### src/rtl/sab_pkg.sv
package sab_pkg;

    typedef enum logic [2:0] {
        BFX_INVERT   = 3'd0,
        BFX_FORCE    = 3'd1,
        BFX_HOLD     = 3'd2,
        BFX_FORCE_IF = 3'd3,
        BFX_NOISE    = 3'd4,
        BFX_DELAY    = 3'd5
    } bfx_e;

    typedef enum logic [3:0] {
        IFX_CONST      = 4'd0,
        IFX_GAIN       = 4'd1,
        IFX_GAIN_RND   = 4'd2,
        IFX_DRIFT      = 4'd3,
        IFX_OFFSET     = 4'd4,
        IFX_OFFSET_RND = 4'd5,
        IFX_HOLD       = 4'd6,
        IFX_RANDOM     = 4'd7,
        IFX_DELAY      = 4'd8
    } ifx_e;

    localparam logic [2:0] ADDR_CTRL  = 3'd0;
    localparam logic [2:0] ADDR_START = 3'd1;
    localparam logic [2:0] ADDR_LEN   = 3'd2;
    localparam logic [2:0] ADDR_OPA   = 3'd3;
    localparam logic [2:0] ADDR_OPB   = 3'd4;
    localparam logic [2:0] ADDR_DELAY = 3'd5;

    typedef struct packed {
        logic en_b;
        logic en_i;
        logic perm;
        bfx_e bfx;
        ifx_e ifx;
    } ctrl_t;

    function automatic ctrl_t decode_ctrl(input logic [11:0] w);
        ctrl_t c;
        c.en_b = w[0];
        c.en_i = w[1];
        c.perm = w[2];
        c.bfx  = bfx_e'(w[6:4]);
        c.ifx  = ifx_e'(w[11:8]);
        return c;
    endfunction

endpackage

### src/rtl/sab_lfsr.sv
module sab_lfsr #(
    parameter int          W    = 16,
    parameter logic [15:0] SEED = 16'hACE1,
    parameter logic [15:0] TAPS = 16'hB400
) (
    input  logic         clk,
    input  logic         rst,
    output logic [W-1:0] state
);
    logic fb;

    always_comb fb = ^(state & W'(TAPS));

    always_ff @(posedge clk) begin
        if (rst) state <= W'(SEED);
        else     state <= {state[W-2:0], fb};
    end

    // generator never locks up in the all-zero state
    p_lfsr_live_r11: assert property (@(posedge clk) disable iff (rst)
        state != '0);

endmodule

### src/rtl/sab_window.sv
module sab_window #(
    parameter int CW = 32
) (
    input  logic          clk,
    input  logic          rst,
    input  logic [CW-1:0] start,
    input  logic [CW-1:0] len,
    input  logic          perm,
    input  logic          hold,
    output logic          active,
    output logic          first
);
    logic [CW-1:0] tick;
    logic          active_q;

    always_ff @(posedge clk) begin
        if (rst) begin
            tick     <= '0;
            active_q <= 1'b0;
        end else begin
            tick     <= tick + 1'b1;
            active_q <= active;
        end
    end

    always_comb begin
        active = (tick >= start) && (perm || ((tick - start) < len));
        first  = active && !active_q;
    end

    // a permanent fault stays live while its settings are untouched
    p_perm_keep_r3: assert property (@(posedge clk) disable iff (rst)
        (active && perm && !hold) |=> active);

    // the first-cycle marker never lasts two cycles
    p_first_once_r2: assert property (@(posedge clk) disable iff (rst)
        first |=> !first);

endmodule

### src/rtl/sab_delay_line.sv
module sab_delay_line #(
    parameter int W     = 16,
    parameter int DEPTH = 16,
    localparam int SW   = $clog2(DEPTH + 1),
    localparam int AW   = $clog2(DEPTH)
) (
    input  logic          clk,
    input  logic          rst,
    input  logic [W-1:0]  din,
    input  logic [SW-1:0] sel,
    output logic [W-1:0]  dout
);
    logic [W-1:0] stg [DEPTH];

    for (genvar k = 0; k < DEPTH; k++) begin : g_stage
        if (k == 0) begin : g_head
            always_ff @(posedge clk) begin
                if (rst) stg[0] <= '0;
                else     stg[0] <= din;
            end
        end else begin : g_tail
            always_ff @(posedge clk) begin
                if (rst) stg[k] <= '0;
                else     stg[k] <= stg[k-1];
            end
        end
    end

    logic [SW-1:0] idx;

    always_comb begin
        idx  = sel - SW'(1);
        dout = (sel == '0) ? din : stg[AW'(idx)];
    end

endmodule

### src/rtl/sab_int_path.sv
module sab_int_path
    import sab_pkg::*;
#(
    parameter int IW   = 16,
    parameter int FRAC = 8,
    parameter int RW   = 16
) (
    input  logic                 clk,
    input  logic                 rst,
    input  logic                 active,
    input  logic                 first,
    input  ifx_e                 ifx,
    input  logic signed [IW-1:0] opa,
    input  logic signed [IW-1:0] opb,
    input  logic        [RW-1:0] rnd,
    input  logic signed [IW-1:0] din,
    input  logic signed [IW-1:0] dly,
    output logic signed [IW-1:0] dout
);
    localparam int WW = 2 * IW + 2;
    localparam logic signed [WW-1:0] HI = (WW'(1) <<< (IW - 1)) - WW'(1);
    localparam logic signed [WW-1:0] LO = -HI - WW'(1);

    function automatic logic signed [IW-1:0] clip(input logic signed [WW-1:0] v);
        if (v > HI)      return HI[IW-1:0];
        else if (v < LO) return LO[IW-1:0];
        else             return v[IW-1:0];
    endfunction

    logic signed [IW-1:0] held, acc, acc_nx, pick;
    logic signed [WW-1:0] x_in, x_a, x_pick, span, prod_a, prod_p;
    logic        [WW-1:0] span_u, ofs_u;
    logic                 range_ok;

    always_comb begin
        x_in     = WW'(din);
        x_a      = WW'(opa);
        range_ok = opb >= opa;
        span     = WW'(opb) - x_a + WW'(1);
        span_u   = range_ok ? unsigned'(span) : WW'(1);
        ofs_u    = range_ok ? (WW'(rnd) % span_u) : '0;
        x_pick   = x_a + signed'(ofs_u);
        pick     = x_pick[IW-1:0];
        prod_a   = (x_in * x_a) >>> FRAC;
        prod_p   = (x_in * WW'(pick)) >>> FRAC;
        acc_nx   = clip(WW'(acc) + x_a);
    end

    always_comb begin
        dout = din;
        if (active) begin
            unique case (ifx)
                IFX_CONST:      dout = opa;
                IFX_GAIN:       dout = clip(prod_a);
                IFX_GAIN_RND:   dout = clip(prod_p);
                IFX_DRIFT:      dout = clip(x_in + WW'(acc_nx));
                IFX_OFFSET:     dout = clip(x_in + x_a);
                IFX_OFFSET_RND: dout = clip(x_in + WW'(pick));
                IFX_HOLD:       dout = first ? din : held;
                IFX_RANDOM:     dout = pick;
                IFX_DELAY:      dout = dly;
                default:        dout = din;
            endcase
        end
    end

    always_ff @(posedge clk) begin
        if (rst) begin
            held <= '0;
            acc  <= '0;
        end else begin
            if (first) held <= din;
            if (active && ifx == IFX_DRIFT) acc <= acc_nx;
            else                            acc <= '0;
        end
    end

    // a frozen integer does not move after its first live cycle
    p_hold_still_r12: assert property (@(posedge clk) disable iff (rst)
        (active && !first && ifx == IFX_HOLD && $past(ifx) == IFX_HOLD)
        |-> dout == $past(dout));

    // random values stay inside the programmed bounds
    p_rand_bound_r11: assert property (@(posedge clk) disable iff (rst)
        (active && ifx == IFX_RANDOM && opb >= opa) |-> (dout >= opa && dout <= opb));

endmodule

### src/rtl/sig_saboteur.sv
module sig_saboteur
    import sab_pkg::*;
#(
    parameter int IW      = 16,
    parameter int CW      = 32,
    parameter int MAXD    = 16,
    parameter int FRAC    = 8,
    parameter int RNDW    = 16,
    localparam int SW     = $clog2(MAXD + 1)
) (
    input  logic                 clk,
    input  logic                 rst,
    input  logic                 cfg_we,
    input  logic [2:0]           cfg_addr,
    input  logic [31:0]          cfg_wdata,
    input  logic                 cond_in,
    input  logic                 b_in,
    output logic                 b_out,
    input  logic signed [IW-1:0] i_in,
    output logic signed [IW-1:0] i_out
);
    ctrl_t                ctrl_q;
    logic [CW-1:0]        start_q, len_q;
    logic signed [IW-1:0] opa_q, opb_q;
    logic [31:0]          dly_q;

    always_ff @(posedge clk) begin
        if (rst) begin
            ctrl_q  <= decode_ctrl('0);
            start_q <= '0;
            len_q   <= '0;
            opa_q   <= '0;
            opb_q   <= '0;
            dly_q   <= '0;
        end else if (cfg_we) begin
            unique case (cfg_addr)
                ADDR_CTRL:  ctrl_q  <= decode_ctrl(cfg_wdata[11:0]);
                ADDR_START: start_q <= cfg_wdata[CW-1:0];
                ADDR_LEN:   len_q   <= cfg_wdata[CW-1:0];
                ADDR_OPA:   opa_q   <= cfg_wdata[IW-1:0];
                ADDR_OPB:   opb_q   <= cfg_wdata[IW-1:0];
                ADDR_DELAY: dly_q   <= cfg_wdata;
                default: ;
            endcase
        end
    end

    logic            win_active, win_first;
    logic [RNDW-1:0] rnd;
    logic [SW-1:0]   dsel;

    always_comb dsel = (dly_q > 32'(MAXD)) ? SW'(MAXD) : SW'(dly_q);

    sab_window #(.CW(CW)) u_win (
        .clk(clk), .rst(rst), .start(start_q), .len(len_q), .perm(ctrl_q.perm),
        .hold(cfg_we), .active(win_active), .first(win_first)
    );

    sab_lfsr #(.W(RNDW)) u_rng (.clk(clk), .rst(rst), .state(rnd));

    // flag channel
    logic b_dly, b_held, b_live;

    sab_delay_line #(.W(1), .DEPTH(MAXD)) u_bdly (
        .clk(clk), .rst(rst), .din(b_in), .sel(dsel), .dout(b_dly)
    );

    always_comb begin
        b_live = win_active && ctrl_q.en_b;
        b_out  = b_in;
        if (b_live) begin
            unique case (ctrl_q.bfx)
                BFX_INVERT:   b_out = ~b_in;
                BFX_FORCE:    b_out = opa_q[0];
                BFX_HOLD:     b_out = win_first ? b_in : b_held;
                BFX_FORCE_IF: b_out = cond_in ? opa_q[0] : b_in;
                BFX_NOISE:    b_out = rnd[0];
                BFX_DELAY:    b_out = b_dly;
                default:      b_out = b_in;
            endcase
        end
    end

    always_ff @(posedge clk) begin
        if (rst)            b_held <= 1'b0;
        else if (win_first) b_held <= b_in;
    end

    // integer channel
    logic signed [IW-1:0] i_dly;
    logic [IW-1:0]        i_dly_raw;

    sab_delay_line #(.W(IW), .DEPTH(MAXD)) u_idly (
        .clk(clk), .rst(rst), .din(i_in), .sel(dsel), .dout(i_dly_raw)
    );

    always_comb i_dly = signed'(i_dly_raw);

    sab_int_path #(.IW(IW), .FRAC(FRAC), .RW(RNDW)) u_ipath (
        .clk(clk), .rst(rst), .active(win_active && ctrl_q.en_i),
        .first(win_first), .ifx(ctrl_q.ifx), .opa(opa_q), .opb(opb_q),
        .rnd(rnd), .din(i_in), .dly(i_dly), .dout(i_out)
    );

    // idle path is transparent on both channels
    p_idle_pass_r1: assert property (@(posedge clk) disable iff (rst)
        !win_active |-> (b_out == b_in && i_out == i_in));

    // inversion always differs from the input
    p_invert_r4: assert property (@(posedge clk) disable iff (rst)
        (b_live && ctrl_q.bfx == BFX_INVERT) |-> b_out != b_in);

    // gated force is transparent while its condition is low
    p_cond_low_r4: assert property (@(posedge clk) disable iff (rst)
        (b_live && ctrl_q.bfx == BFX_FORCE_IF && !cond_in) |-> b_out == b_in);

endmodule

### config.mk
export PLATFORM = sky130hd
export DESIGN_NAME = sig_saboteur
export DESIGN_NICKNAME = d
export VERILOG_FILES = /design/src/rtl/sab_pkg.sv /design/src/rtl/sab_lfsr.sv /design/src/rtl/sab_window.sv /design/src/rtl/sab_delay_line.sv /design/src/rtl/sab_int_path.sv /design/src/rtl/sig_saboteur.sv
export SDC_FILE = /design/constraint.sdc
export NUM_CORES = 2
export LEC_CHECK = 0
export CAP_MARGIN = 10
export CORE_ASPECT_RATIO = 1.1
export CORE_UTILIZATION = 40
export CTS_CLUSTER_SIZE = 16
export DETAILED_ROUTE_END_ITERATION = 6
export SETUP_SLACK_MARGIN = 0.05
export SLEW_MARGIN = 40
export SYNTH_ARGS = -nofsm -noshare
export SYNTH_HDL_FRONTEND = slang
export SYNTH_SLANG_ARGS = --single-unit
### constraint.sdc
create_clock -name clk -period 120.7 [get_ports clk]
set_clock_uncertainty 0.2 [all_clocks]
set_input_delay 24.14 -clock clk [delete_from_list [all_inputs] [get_ports clk]]
set_output_delay 24.14 -clock clk [all_outputs]
set_load 0.05 [all_outputs]
==> reports/summary.txt <==
WP data required: 96.36 ns
Max Cap Viol: 0
Unique masters post-synth: 116
GP Congestion: 1.00
Core area: 189000 um2
Setup crit start kind: flop
Worst-path maximum fanout: 27
Syn_area_per_cell: 7.84 um2
Count of final setup violators: 0
Slew @ Worst Pin: 0.935 ns
Hold-fix buffer count after cts: 0
Status: finished, final reports clean
Number of nets in the layout: 11300
Hold path cells: 1
Initial antenna violation count: 5
Fraction of registers with async set/reset: 0%
Setup_tns: 0 ns
FF+latch count, synth: 492
Critical path's slowest cell: or4_4
PortBufs: 72
Htree depth: 2
Largest net degree at the start of global routing: 223
Fin crit share: 95.9%
Minimum clock period: 115.71 ns
Clk sinks: 492
Synth Instances: 9756
Die Area: 193000 um2
Worst setup startpoint: opb_q[0]$_SDFFE_PP0P_
Critical path arrival: 91.37 ns
Synth Cell Area: 76500 um2
F_max: 8.64 MHz
Vias in the first global route: 71500
P&R area growth vs syn: 10.6%
Max stage delay on crit path: 0.59 ns
Die W: 419 um
First-pass GRT wire length: 424000 um
Vias per inst: 5.83
Finished Layout Cells: 12400
Post-DP HPWL: 215000 um
Row count: 167
DRC violations left: 0
Number of synthesized flops with an enable pin: 0
Final Hold Fails: 0
Worst Hold End: u_idly.stg[12][0]$_SDFF_PP0_
Initial Utilization: 40.4%
Die height: 461 um
Final antenna-violating net count: 0
Most used flip-flop cell after synthesis: dfxtp_1
Placed Area: 81600 um2
Setup crit end kind: output port
Layout cells sized above 1: 9.12%
Clock root cell: clkbuf_16
Hold path startpoint: u_idly.stg[11][0]$_SDFF_PP0_
Total track usage: 28.2%
Hold WC Path Type: reg -> reg
Final Instance Area: 84500 um2
Post-synthesis sequential area ratio: 12.9%
WS Path Type: reg -> out
WL/cell: 22.4 um
CTS max path bufs: 3
CTS tree: yes
Crit path top cell by count: ha_1
Clock transition at path regs: 0.06 ns
Gr ovfl total: 0
Clk Latency, worst-skew pair: 0.66 ns
R2R Setup Slk: 113.63 ns
Iteration-0 DRC Markers: 5927
# placed instances: 12300
Slew margin rel.: 37.2%
Num CTS Buffers: 54
Synth warnings: 0
Detailed Routing Iterations Pass 1: 6
I/O Pins: 73
Vias post-DR: 72400
Worst r2r src: u_win.tick[2]$_SDFF_PP0_
Worst flop-to-flop path endpoint: u_ipath.held[11]$_SDFF_PP0_
Max Slew Vio Count: 0
R2R cell count: 27
Drt total wl: 278000 um
==> logic make-up (layout without fill, tap and decap cells) <==
kind of cell,Yosys count,in the layout,synth area share [%]
AND/OR/NAND/NOR,3431,3431,21.4
multiplexers,211,211,4.00
AO/OA/AOI/OAI,2250,2250,19.5
buffers and inverters,1353,1456,6.73
flip-flops,492,492,12.9
adder cells (fa/ha/maj),1450,1450,28.9
other,1,19,0.00490
XOR/XNOR,568,568,6.54
==> final cells by class <==
cell class / instances / area, um2
fill: 19000 / 105000
multi-input combinational: 7928 / 62600
sequential: 492 / 9850
inverter: 949 / 3560
timing repair buffer: 410 / 3520
tap: 2535 / 3170
clock buffer: 74 / 1520
clock inverter: 23 / 358
antenna: 1 / 2.50
==> critical path: cells and delay by family (launching register included) <==
kind	cells	cell delay (ns)
adders and majority gates	43	14.27
DFF	1	0.33
muxes	8	2.66
AOI/OAI and AO/OA	231	47.15
xor gates and xnor gates	4	0.93
buffers and inverters	40	6.58
and+or+nand+nor	103	18.70
==> Yosys cell counts (43+ instances only) <==
cell type,count,area [um2]
nand2b_1,86,538
o31ai_1,44,330
o21a_1,180,1350
nand3_1,174,871
o21ai_0,359,1800
inv_1,945,3550
dfxtp_1,492,9850
nor4_1,46,288
o211ai_1,43,323
a21o_1,254,1910
mux2i_1,77,771
or2_2,48,300
mux4_2,69,1550
a211oi_1,75,563
a31oi_1,104,651
xnor2_1,361,3160
o21bai_1,71,533
nor3_1,210,1050
a21oi_1,676,3380
clkbuf_1,337,1260
nor2_1,769,2890
and2_1,203,1270
or3_1,87,544
and3_1,66,413
nand4_1,96,601
mux2_2,65,732
nor2b_1,378,2360
fa_1,531,10600
xor2_1,204,1790
nand2_1,1165,4370
ha_1,919,11500
==> stage by stage <==
step                setup WS [ns]  hold WS, ns  utilization, %
CTS                        0.0645        0.254            44.2
detailed placement          -1.68        0.247            43.2
floorplan                    2.69        0.226               -
global route              -0.0639        0.263            44.7
global placement         -0.00627        0.234            43.1
finish                       4.99        0.248            44.7
==> layer usage <==
layer | GRT usage (%) | share of wire, % | vias up | routed length (um)
met1 | 37.0 | 43 | 35400 | 120000
li1 | - | - | 33800 | -
met2 | 46.8 | 46 | 2585 | 128000
met3 | 3.38 | 6.3 | 598 | 17500
met4 | 11.0 | 4.4 | 6 | 12300
met5 | 0 | 0.014 | - | 39
==> worst max-delay path by stage <==
stage	cells after the start	end	slack [ns]
finish	429	i_out[10]	4.99
global route	434	i_out[15]	-0.06
CTS	417	i_out[10]	0.06
detailed placement	411	i_out[10]	-1.68
global placement	407	i_out[10]	-0.006
floorplan	447	i_out[12]	2.69
==> cells in the final DEF (no fill, tap or decap), types with 69 or more instances in the layout <==
master    instances
inv_1           945
nor2b_1         374
o21bai_1         71
a21o_1          251
dfxtp_1         492
mux2i_1          72
o21a_1          178
nand3_1         170
a21oi_1         657
nand2_1        1154
nor2_1          756
nand2b_1         86
ha_1            914
a31oi_1          95
xor2_1          203
buf_4           316
xnor2_1         353
and2_1          199
or3_1            85
o21ai_0         331
nor3_1          203
mux4_2           69
nand4_1          96
fa_1            531
==> what timing repair did <==
item                                   in CTS  in global routing
setup buffers                               6                 20
setup endpoints to repair                  16                 16
endpoints found under the hold margin       0                  0
resized for setup                          26                162
cloned                                      0                  0
pin swaps                                   1                 14
==> state kept, by name, indices dropped and copies added, names as in the netlist <==
signal          count
u_ipath.acc        16
opa_q              16
len_q              32
ctrl_q             10
opb_q              16
u_idly.stg        256
u_bdly.stg         16
u_rng.state        16
b_held              1
start_q            32
dly_q              32
u_win.active_q      1
u_ipath.held       16
u_win.tick         32
Power is left out: the tool's default activity adds up to more than one toggle a clock period on the data nets, which glitch-free logic cannot reach.
